==> config.mk <==
export PLATFORM = sky130hd
export DESIGN_NAME = wide_csel_adder
export DESIGN_NICKNAME = d
export VERILOG_FILES = /design/src/rtl/csa_pkg.sv /design/src/rtl/csa_leaf.sv /design/src/rtl/csa_mux.sv /design/src/rtl/csa_node.sv /design/src/rtl/wide_csel_adder.sv
export SDC_FILE = /design/constraint.sdc
export NUM_CORES = 1
export LEC_CHECK = 0
export CELL_PAD_IN_SITES_DETAIL_PLACEMENT = 1
export CELL_PAD_IN_SITES_GLOBAL_PLACEMENT = 1
export CORE_AREA = 2 2 299 301
export DETAILED_ROUTE_END_ITERATION = 10
export DIE_AREA = 0 0 301 303
export MAX_ROUTING_LAYER = met4
export PLACE_DENSITY_LB_ADDON = 0.1
export SETUP_SLACK_MARGIN = 0.5
export SYNTH_ARGS = -nofsm -noshare
export SYNTH_HDL_FRONTEND = slang
export SYNTH_SLANG_ARGS = --single-unit
==> constraint.sdc <==
create_clock -name vclk -period 17.15
set_input_delay 5.145 -clock vclk [all_inputs]
set_output_delay 5.145 -clock vclk [all_outputs]
set_load 0.1 [all_outputs]
==> src/rtl/csa_pkg.sv <==
package csa_pkg;
    localparam int unsigned LEAF_W = 32;

    function automatic bit width_ok(input int unsigned w);
        int unsigned q;
        if (w < LEAF_W || (w % LEAF_W) != 0) return 1'b0;
        q = w / LEAF_W;
        return (q & (q - 1)) == 0;
    endfunction
endpackage

==> src/rtl/csa_leaf.sv <==
module csa_leaf #(
    parameter int unsigned W = 32
) (
    input  logic [W-1:0] a_i,
    input  logic [W-1:0] b_i,
    input  logic         c_i,
    output logic [W-1:0] s_o,
    output logic         c_o
);
    logic [W:0] total;

    always_comb begin
        total = {1'b0, a_i} + {1'b0, b_i} + {{W{1'b0}}, c_i};
        s_o   = total[W-1:0];
        c_o   = total[W];
    end
endmodule

==> src/rtl/csa_mux.sv <==
module csa_mux #(
    parameter int unsigned W = 33
) (
    input  logic         sel_i,
    input  logic [W-1:0] zero_i,
    input  logic [W-1:0] one_i,
    output logic [W-1:0] out_o
);
    always_comb out_o = sel_i ? one_i : zero_i;
endmodule

==> src/rtl/csa_node.sv <==
module csa_node
    import csa_pkg::*;
#(
    parameter int unsigned W = 256
) (
    input  logic [W-1:0] a_i,
    input  logic [W-1:0] b_i,
    input  logic         c_i,
    output logic [W-1:0] s_o,
    output logic         c_o
);
    localparam int unsigned H = W / 2;

    generate
        if (W <= LEAF_W) begin : g_leaf
            csa_leaf #(.W(W)) u_leaf (
                .a_i(a_i), .b_i(b_i), .c_i(c_i), .s_o(s_o), .c_o(c_o)
            );
        end else begin : g_split
            logic [H-1:0] lo_s, hi0_s, hi1_s;
            logic         lo_c, hi0_c, hi1_c;
            logic [H:0]   hi_pick;

            csa_node #(.W(H)) u_lo (
                .a_i(a_i[H-1:0]), .b_i(b_i[H-1:0]), .c_i(c_i),
                .s_o(lo_s), .c_o(lo_c)
            );
            csa_node #(.W(H)) u_hi0 (
                .a_i(a_i[W-1:H]), .b_i(b_i[W-1:H]), .c_i(1'b0),
                .s_o(hi0_s), .c_o(hi0_c)
            );
            csa_node #(.W(H)) u_hi1 (
                .a_i(a_i[W-1:H]), .b_i(b_i[W-1:H]), .c_i(1'b1),
                .s_o(hi1_s), .c_o(hi1_c)
            );
            csa_mux #(.W(H+1)) u_sel (
                .sel_i(lo_c), .zero_i({hi0_c, hi0_s}), .one_i({hi1_c, hi1_s}),
                .out_o(hi_pick)
            );

            assign s_o = {hi_pick[H-1:0], lo_s};
            assign c_o = hi_pick[H];
        end
    endgenerate
endmodule

==> src/rtl/wide_csel_adder.sv <==
module wide_csel_adder #(
    parameter int unsigned WIDTH = 256
) (
    input  logic [WIDTH-1:0] op_a,
    input  logic [WIDTH-1:0] op_b,
    input  logic             carry_in,
    output logic [WIDTH-1:0] sum_o,
    output logic             carry_o
);
    csa_node #(.W(WIDTH)) u_root (
        .a_i(op_a), .b_i(op_b), .c_i(carry_in), .s_o(sum_o), .c_o(carry_o)
    );
endmodule

# After elaboration in Yosys (flattened, before gate mapping)
# Cells that the tools add are included.
dict set report classes {
  muxes 11
  add_sub_neg 16
}
# cell count
set ops {}
lappend ops {{adder 32 x 32 -> 33 bit} 8}
lappend ops {{adder 33 x 1 -> 33 bit, second input constant} 7}
lappend ops {{two-way mux 33 bit} 7}
lappend ops {{two-way mux 65 bit} 3}
lappend ops {{two-way mux 129 bit} 1}
lappend ops {{adder 33 x 1 -> 33 bit} 1}
dict set report word_totals {
  output_inout_bits 257
  wordCells 27
  in_bits 513
  regBits 0
}

# Logic depth before layout (Yosys ltp)
# Gate-level depths: netlist of the first run.
dict set report depth {
  ltp_word 5
  mapped_depth 23
  ltp_nobuf 22
}

# Modules after synthesis
# Synthesis of the first run repeated with hierarchy kept, for this count alone.
dict set report hier_totals {
  hier_cells 7813
  hier_area_um2 60291.6
}
# mod cells_each area_per_inst_um2 instances seq_area_each_um2
set by_module_without_submodules {}
lappend by_module_without_submodules {{csa_leaf at u_root.g_split.u_hi1.g_split.u_hi1.g_split.u_hi0.g_leaf.u_leaf ...} 276 1945.6 11 0.0}
lappend by_module_without_submodules {{csa_leaf at u_root.g_split.u_hi0.g_split.u_hi0.g_split.u_hi1.g_leaf.u_leaf ...} 259 1854.3 11 0.0}
lappend by_module_without_submodules {{csa_leaf at u_root.g_split.u_lo.g_split.u_hi0.g_split.u_lo.g_leaf.u_leaf ...} 246 1801.7 3 0.0}
lappend by_module_without_submodules {{csa_mux at u_root.g_split.u_hi0.g_split.u_hi0.g_split.u_sel ...} 37 555.5 9 0.0}
lappend by_module_without_submodules {{csa_mux at u_root.g_split.u_hi0.g_split.u_sel ...} 72 992.2 3 0.0}
lappend by_module_without_submodules {{csa_leaf at u_root.g_split.u_hi0.g_split.u_hi0.g_split.u_hi0.g_leaf.u_leaf} 239 1717.9 1 0.0}
lappend by_module_without_submodules {{csa_leaf at u_root.g_split.u_lo.g_split.u_lo.g_split.u_lo.g_leaf.u_leaf} 233 1691.6 1 0.0}
lappend by_module_without_submodules {{csa_mux at u_root.g_split.u_sel} 143 1604.0 1 0.0}
lappend by_module_without_submodules {{csa_node at u_root ...} 2 7.5 13 0.0}

# Worst setup path after synthesis of the first run
# Ideal clock, no wire load.
dict set report synth_timing {
  kind {input to output}
  start {input port op_a[0]}
  end {output port sum_o[249]}
  path_buffers 1
  arrival_ns 11.782
  setup_slack_ns 0.223
  cell_stages 23
  cell_sequence {inv_1 -> fa_1 -> inv_1 -> fa_1 -> a211oi_1 -> o211ai_1 -> a41oi_1 -> or4_1 -> a31oi_2 -> nand4_1 -> nand3b_4 -> nor4_4 -> nand4b_1 -> a21oi_2 -> xor2_2 -> a21oi_1 -> a311oi_2 -> mux2i_2 -> xnor2_2 -> o41ai_4 -> buf_2 -> nand4b_1 -> xnor2_1}
}
dict set report synth_between {
  elab_chain_len 5
}
# item line
set synth_rtl {}
lappend synth_rtl {{start, declared} wide_csel_adder.sv:4} ;# input logic [WIDTH-1:0] op_a,
lappend synth_rtl {{adder 32 x 32 -> 33 bit} csa_leaf.sv:13} ;# total = {1'b0, a_i} + {1'b0, b_i} + {{W{1'b0}}, c_i};
lappend synth_rtl {{adder 33 x 1 -> 33 bit} csa_leaf.sv:13}
lappend synth_rtl {{two-way mux 33 bit} csa_mux.sv:9} ;# always_comb out_o = sel_i ? one_i : zero_i;
lappend synth_rtl {{two-way mux 65 bit} csa_mux.sv:9}
lappend synth_rtl {{two-way mux 129 bit} csa_mux.sv:9}
lappend synth_rtl {{end, declared} wide_csel_adder.sv:7} ;# output logic [WIDTH-1:0] sum_o,
# No other way between the ends.

# Worst setup path in the final report of the first run
dict set report layout_timing {
  start {input port op_a[65]}
  end {output port sum_o[228]}
}
dict set report layout_between {
  elab_chain_len 5
  word_cells_on_any_way 6
}
# item line
set layout_rtl {}
lappend layout_rtl {{adder 32 x 32 -> 33 bit (*)} csa_leaf.sv:13}
lappend layout_rtl {{adder 33 x 1 -> 33 bit} csa_leaf.sv:13}
lappend layout_rtl {{two-way mux 33 bit} csa_mux.sv:9}
lappend layout_rtl {{two-way mux 65 bit (*)} csa_mux.sv:9}
lappend layout_rtl {{two-way mux 129 bit (*)} csa_mux.sv:9}
# Every way passes the cells marked *; elsewhere a longest branch is shown, timed or not.

==> reports/results.txt, run 1 <==
The flow ran to the end, and the final reports show no timing, DRC or antenna violations. The synthesized design spends more area on one cell type than any other, namely sky130_fd_sc_hd__ha_1. At the pin with the least slew margin, the transition time is 1.29 ns. Max-cap violations in this run came to 0.

The hold-critical path depth is 4, and the worst-case vdd ir drop is 0.0000685 V. In the post-synthesis netlist, the biggest area contributors are sky130_fd_sc_hd__ha_1 18%, sky130_fd_sc_hd__xnor2_1 14%, sky130_fd_sc_hd__xor2_1 6.6%. Data arrives at the worst endpoint at 11.34 ns. The run gives 89.7 mm as the detailed-placement wirelength estimate.

The sequential cells in the finished layout cover a total of 0 µm². The capturing element type of the critical path was a primary output. The logs give 23000 for the via count and 4238 for the number of nets at the end of the flow.

Counting the fill cells in the layout gives 10600. The proportion of synthesized area in mux cells came out at 0.719%. The run gives 0 as the number of sequential cells in the layout. After detailed routing, the number of vias per cell comes to 4.95. For this run, the total global-route usage over all layers was measured as 21.4%. After synthesis, the most frequently instantiated cells are 285 x sky130_fd_sc_hd__xnor2_1, 262 x sky130_fd_sc_hd__ha_1, 223 x sky130_fd_sc_hd__a21oi_1.

The largest driver fanout on the critical path is 8, and the area overhead of the layout relative to synthesis is 74.6%. Timing would allow up to 60.7 MHz. Number of instances in the synthesized netlist: 2605. Dividing the synthesized area by the synthesized cell count gives 6.89 µm². The core region is 0.0880 mm².

The worst setup path is of the in2out kind. Area share of and/or/nand/nor cells after synthesis: 27.9%. In the finished design, the share of the clock period the worst path needs comes to 96.1%. The synthesized-area fraction occupied by ao, oa, aoi and oai cells was 27.6%. At the placement stage, the worst setup path has a slack of -0.0459 ns.

The leakage power of the design was 0.0131 µW. The total power per unit cell area was 84.8 mW/mm²; the number of global-route vias before repair was 24200. The largest net degree at the start of global routing was 17; the routed wirelength normalized by instance count was 21.9 µm. Dominant combinational cell family by area after synthesis: simple AND/OR/NAND/NOR gates. The final count of pins violating max slew was 0; the vertical die dimension was 303 µm. The layout has 0 clock buffers.

The initial antenna violation count was 37; the total I/O pin count was 770. sky130_fd_sc_hd__xnor2_1 is the most common cell in the netlist. The total count of hold-check failures in the final report came out at 0. During placement, the flow inserted port buffers numbering 770.

The run gives 20.4% as the effective utilization at floorplan. The share of the yosys chip area belonging to registers is 0%. Cells with a size suffix above 1 make up 17.9% of the layout. After the first detailed-routing iteration, the DRC count stood at 934.

The run gives 0.665 ns as the worst setup margin. The count of cells in the finished layout, fillers not included, comes to 4652. The run gives 148 mm as the first-pass GRT wire length. The first TritonRoute pass finished after 5 iterations.

For the worst max-slew margin expressed relative to the limit, the log shows 12.9%. For the worst setup path, the data required time is 12.00 ns. The Yosys step of the flow raised 0 warnings.

The logs give 4531 for the number of instances in the placed design and 0 for the final routed DRC violation total. In this run the most critical hold path is launched from op_a[64]. The area share of the largest cell type after synthesis is 18.3%, and the total nets after synthesis is 3389. The run gives 0.0912 mm² as the die area. The global placer's final weighted congestion was 0.913; the adder and majority cell fraction of the synthesized area was 19.3%. In this run the remaining antenna-violating nets after routing total 0. The number of rows in the core area came out at 109. Summed over all layers, the routed wires come to 102 mm. The tools report the endpoint of the worst hold path as sum_o[64].

The tools report the number of distinct library cell variants in the gate-level netlist after synthesis as 98. Setup repair after global routing left no endpoint under its margin. Type of element launching the critical path: an input pin. After global routing the overflow that remains totals 0. Setup violations remaining at the end of the flow were counted as 0. After layout, the minimum clock period comes to 16.48 ns. The synthesized netlist occupies a cell area of 0.0179 mm². The class of the worst hold path is in2out.

The width of the die was 301 µm; the share of the synthesized netlist area taken by xor and xnor gates was 20.7%.
report_power, final:
group	internal, µW	leakage, µW	switching (µW)
Sequential	0	0	0
Combinational	901	0.0131	1750
Clock	0.000275	0.000000222	0
metal layers:
metal,track usage [%],wire length [µm],vias to the layer above,part of all wire [%]
met5,-,0,-,0
met1,24.8,42400,11200,42
met3,3.93,5440,57,5.3
met2,38.5,52600,542,52
met4,3.48,1440,0,1.4
li1,-,-,11200,-
per-stage QoR:
stage                     utilization [%]  hold WS, ns  power [µW]  TNS [ns]  area [µm²]
after global routing                 35.6        10.95        2770         0       31300
after CTS                            33.7        11.23        2590         0       29600
after floorplan                         -        10.81        1680         0       18300
after global placement               33.1        11.21        2550         0       29100
final                                35.6        10.92        2660         0       31300
after detailed placement             33.1        11.23        2560    -0.314       29100
final cells by class:
type | instances | area, µm² | share of cell area (%)
antenna | 35 | 87.6 | 0.280
inverter | 124 | 465 | 1.49
multi-input combinational | 2426 | 19000 | 60.6
tap | 1165 | 1460 | 4.65
timing repair buffer | 902 | 10300 | 32.9
cells by family after synthesis:
family                   after synthesis
AO/OA/AOI/OAI                        750
XOR/XNOR                             422
adder cells (fa/ha/maj)              271
buffers and inverters                179
multiplexers                          12
AND/OR/NAND/NOR                      971
worst max-delay path, cell delays in order:
cell and delay [ns]:
sky130_fd_sc_hd__clkdlybuf4s50_1 0.43, sky130_fd_sc_hd__ha_1 0.32, sky130_fd_sc_hd__a211oi_1 0.39, sky130_fd_sc_hd__o21ai_2 0.17
sky130_fd_sc_hd__nand4_1 0.24, sky130_fd_sc_hd__nand4_1 0.19, sky130_fd_sc_hd__a41o_1 0.32, sky130_fd_sc_hd__xnor2_2 0.18
sky130_fd_sc_hd__or3b_4 0.40, sky130_fd_sc_hd__nor4_4 0.24, sky130_fd_sc_hd__nand4_1 0.25, sky130_fd_sc_hd__a21oi_2 0.25
sky130_fd_sc_hd__xor2_2 0.30, sky130_fd_sc_hd__a21oi_2 0.13, sky130_fd_sc_hd__a311oi_4 0.36, sky130_fd_sc_hd__mux2i_4 0.38
sky130_fd_sc_hd__buf_6 0.16, sky130_fd_sc_hd__xnor2_4 0.07, sky130_fd_sc_hd__o41ai_4 0.40, sky130_fd_sc_hd__buf_6 0.21
sky130_fd_sc_hd__buf_12 0.14, sky130_fd_sc_hd__nand4b_1 0.14, sky130_fd_sc_hd__xnor2_2 0.27, sky130_fd_sc_hd__buf_12 0.21
timing repair:
| item | 4_1_cts | 5_1_grt |
|---|---|---|
| resized for setup | 59 | 248 |
| buffers inserted | 26 | 57 |
| setup endpoints to repair | 89 | 90 |
| cloned | 2 | 1 |
| pin swaps | 35 | 95 |
| hold buffers | 0 | 0 |
how the worst max path moves through the flow:
| stage | from | to | cells after the start |
|---|---|---|---|
| after CTS | op_a[37] | carry_o | 24 |
| final | op_a[65] | sum_o[228] | 24 |
| after detailed placement | op_a[0] | sum_o[225] | 25 |
| after global routing | op_a[42] | sum_o[228] | 27 |
| after global placement | op_a[32] | sum_o[225] | 24 |
| after floorplan | op_a[0] | sum_o[204] | 21 |
layout by cell type (no fill, tap or decap), types with 24 or more instances in the layout:
cell,netlist,layout
sky130_fd_sc_hd__clkdlybuf4s50_1,0,539
sky130_fd_sc_hd__nand2b_1,46,44
sky130_fd_sc_hd__ha_1,262,208
sky130_fd_sc_hd__xnor2_2,1,46
sky130_fd_sc_hd__and3_1,59,57
sky130_fd_sc_hd__diode_2,0,35
sky130_fd_sc_hd__o21a_1,34,33
sky130_fd_sc_hd__ha_4,0,30
sky130_fd_sc_hd__nand3_1,97,92
sky130_fd_sc_hd__a21oi_1,223,206
sky130_fd_sc_hd__dlymetal6s2s_1,0,28
sky130_fd_sc_hd__nor2b_1,36,35
sky130_fd_sc_hd__inv_1,124,121
sky130_fd_sc_hd__nor3_1,53,47
sky130_fd_sc_hd__a21o_1,124,122
sky130_fd_sc_hd__nand4_1,67,67
sky130_fd_sc_hd__and2_1,41,40
sky130_fd_sc_hd__xor2_1,135,120
sky130_fd_sc_hd__o21bai_1,33,33
sky130_fd_sc_hd__ha_2,0,24
sky130_fd_sc_hd__nor2_1,222,219
sky130_fd_sc_hd__nand2_1,222,221
sky130_fd_sc_hd__xnor2_1,285,239
sky130_fd_sc_hd__buf_12,0,159
sky130_fd_sc_hd__o21ai_0,126,105
sky130_fd_sc_hd__o211ai_1,28,28
sky130_fd_sc_hd__buf_4,1,168
Power figures use the tool's default switching activity.
==> run 2, diff against run 1 <==
- DONT_BUFFER_PORTS: not set -> 1
==> run 2 against run 1 <==
  * Cell area shrank 19%
  * Critical path type unchanged
  * Highest routed layer unchanged
  * Combinational power shrank 7%
  * Power fell by 7.0%
  * Largest cell class unchanged
  * Utilization down 6.7 points
  * Die area did not move
  * Flip-flop and latch count unchanged
  * Via count shrank 12%
  * First-iteration DRC count fell by 7.3%
  * Worst hold slack worse by 0.18 ns
  * Non-clock buffer count is 611 lower
==> reports/results.txt, run 2 (synthesis gave the netlist of run 1 again) <==
The number of cells in the finished layout apart from fillers is 4030, and the number of failing setup endpoints in the final timing report is 0. For the worst setup path, the data arrival time is 11.15 ns. VDD sags by at most 0.0000773 V.

The tightest min-delay check is of the in2out type. The first global-routing pass estimated 136 mm of wire. The number of buffers and inverters on the critical path is 7. The final count of pins violating max slew is 0, and the largest net degree at the start of global routing is 33. From left edge to right edge, the die measures 301 µm. In the final layout, flip-flops and latches occupy 0 µm².

The largest individual stage delay along the critical path comes from the cell sky130_fd_sc_hd__or4_4. The worst setup margin is 0.859 ns, and the number of input and output port buffers inserted is 0. The run gives 20.0% as the total track usage. The flow ran to the end, and the final reports show no timing, DRC or antenna violations.

Setup repair after global routing left no endpoint under its margin. The total I/O pin count is 770. Vertical die dimension: 303 µm. Summed over all cells, the static leakage comes to 0.0111 µW. The library cells used most frequently in the layout, excluding fill and tap cells, are 259 x sky130_fd_sc_hd__ha_1, 222 x sky130_fd_sc_hd__nand2_1, 213 x sky130_fd_sc_hd__nor2_1. For hold timing, the worst endpoint is sum_o[192].

The run gives 5.86 mm as the wire length on met3. The detailed router's first-iteration violation count was 866; the required time of the critical path was 12.00 ns. Summed over all layers, the global routing overflow is 0. For this block, wires on met1 add up to 38.9 mm.

The die area is 0.0912 mm², and the final routed DRC violation total is 0. The run gives 24 as the initial antenna violation count. The library cell used most frequently in the layout, excluding fill and tap cells, is sky130_fd_sc_hd__ha_1.

The final critical path takes up 95.0% of the cycle. The congestion estimate from routability-driven global placement came to 0.884. Summed over all nets, wire length on met2 after detailed routing comes to 47.5 mm. The fill cell total of the finished layout is 10500.

The number of instances in the placed design came out at 3976. Grouping stages by cell kind, the critical path spends the most delay in compound AO/OA/AOI/OAI gates. For the pin with the worst max-slew slack, the measured transition is 1.29 ns.

The largest driver fanout on the critical path is 16. The routed layout has 20400 vias. Length of the first detailed-routing pass in iterations: 5.

After detailed routing, the average wire length per cell comes to 23.5 µm. The tools report the placeable core area as 0.0880 mm². Clock buffer count in the final layout: 0.

The post-detailed-route via-to-cell ratio is 5.06. The number of rows in the core area was 109; the detailed-placement wirelength estimate was 85.7 mm. In this run, post-CTS hold repair placed 0 buffers. For this run, the slowest stage of the critical path takes 0.47 ns. The type of element launching the critical path is an input pin.

Dividing total power by cell area gives a power density of 97.2 mW/mm². Of the cells placed in the final design, the portion with a size suffix greater than 1 is 22.6%. The total count of hold-check failures in the final report was 0; the hold-critical path depth was 3.

The total wire length is 94.7 mm. Antenna violation net count after detailed routing: 0. The area overhead of the layout relative to synthesis was 41.7%; the number of global-route vias before repair was 21400.

The run gives 61.4 MHz as the highest attainable clock frequency. The smallest clock period supported by the final layout is computed as 16.29 ns. The startpoint-to-endpoint class of the critical path is in2out. The worst setup path is captured at a primary output. The tools report the max-cap violation count as 0.

Among the stages of the critical path, the cell type that occurs most often is sky130_fd_sc_hd__buf_4. Signal routing reaches up to met4. The final layout contains 3627 nets.

In this run the most critical hold path is launched from op_b[192]. The worst slack at placement came out at 0.187 ns. For the final routed database, the setup TNS stands at 0 ns. The worst max-slew margin expressed relative to the limit was 13.3%; the effective utilization at floorplan was 20.4%.

The design has 0 sequential cells.
-- run 2: changes by cell type in the layout (fill, tap and decap cells not counted), moves of 30 or more --
| cell | previous run | this run |
|---|---|---|
| sky130_fd_sc_hd__clkdlybuf4s50_1 | 539 | 0 |
| sky130_fd_sc_hd__ha_1 | 208 | 259 |
| sky130_fd_sc_hd__ha_4 | 30 | 0 |
| sky130_fd_sc_hd__xnor2_1 | 239 | 112 |
| sky130_fd_sc_hd__xnor2_2 | 46 | 174 |
| sky130_fd_sc_hd__xor2_1 | 120 | 63 |
| sky130_fd_sc_hd__xor2_2 | 16 | 72 |
-- run 2: how the worst max path moves through the flow --
stage / slack [ns] / cells after the start / to / from
detailed placement: 0.19 / 23 / sum_o[225] / op_a[32]
floorplan: 0.45 / 21 / sum_o[204] / op_a[0]
finish: 0.86 / 27 / sum_o[225] / op_a[0]
global route: 0.43 / 24 / sum_o[249] / op_a[34]
global placement: 0.26 / 24 / sum_o[225] / op_a[0]
CTS: 0.51 / 23 / sum_o[225] / op_a[32]
-- run 2: layout make-up --
| class | count | area, µm² | area share [%] |
|---|---|---|---|
| Inverter | 124 | 465 | 1.83 |
| Tap cell | 1165 | 1460 | 5.74 |
| Timing Repair Buffer | 291 | 3990 | 15.7 |
| Antenna cell | 24 | 60.1 | 0.236 |
| Multi-Input combinational cell | 2426 | 19400 | 76.5 |
-- run 2: worst min-delay path: stages --
cell and delay, ns:
sky130_fd_sc_hd__ha_1 0.17, sky130_fd_sc_hd__xnor2_2 0.10, sky130_fd_sc_hd__buf_12 0.17
-- run 2: timing repair --
action | in CTS | in global routing
setup endpoints to repair | 60 | 73
resized for setup | 19 | 53
setup buffers | 4 | 23
pin swaps | 6 | 26
cloned | 0 | 3
-- run 2: routing by layer --
layer / global-route usage [%] / up-vias
li1: - / 9954
met1: 22.8 / 9785
met2: 35.1 / 554
met3: 4.56 / 86
met4: 4.83 / 0
met5: - / -
-- run 2: power by group --
| part | total (µW) | switching [µW] | leakage, µW | internal [µW] |
|---|---|---|---|---|
| logic | 2470 | 1720 | 0.0111 | 748 |
| clock network | 0.000190 | 0 | 0.000000152 | 0.000190 |
| registers | 0 | 0 | 0 | 0 |
-- run 2: through the flow --
step / hold WS, ns / utilization, % / cell area (µm²) / power, µW
6_report: 10.74 / 28.9 / 25400 / 2470
5_1_grt: 10.77 / 28.9 / 25400 / 2580
4_1_cts: 10.75 / 28.3 / 24900 / 2460
3_5_place_dp: 10.75 / 28.1 / 24700 / 2450
3_3_place_gp: 10.74 / 28.1 / 24700 / 2440
2_1_floorplan: 10.81 / - / 18300 / 1680
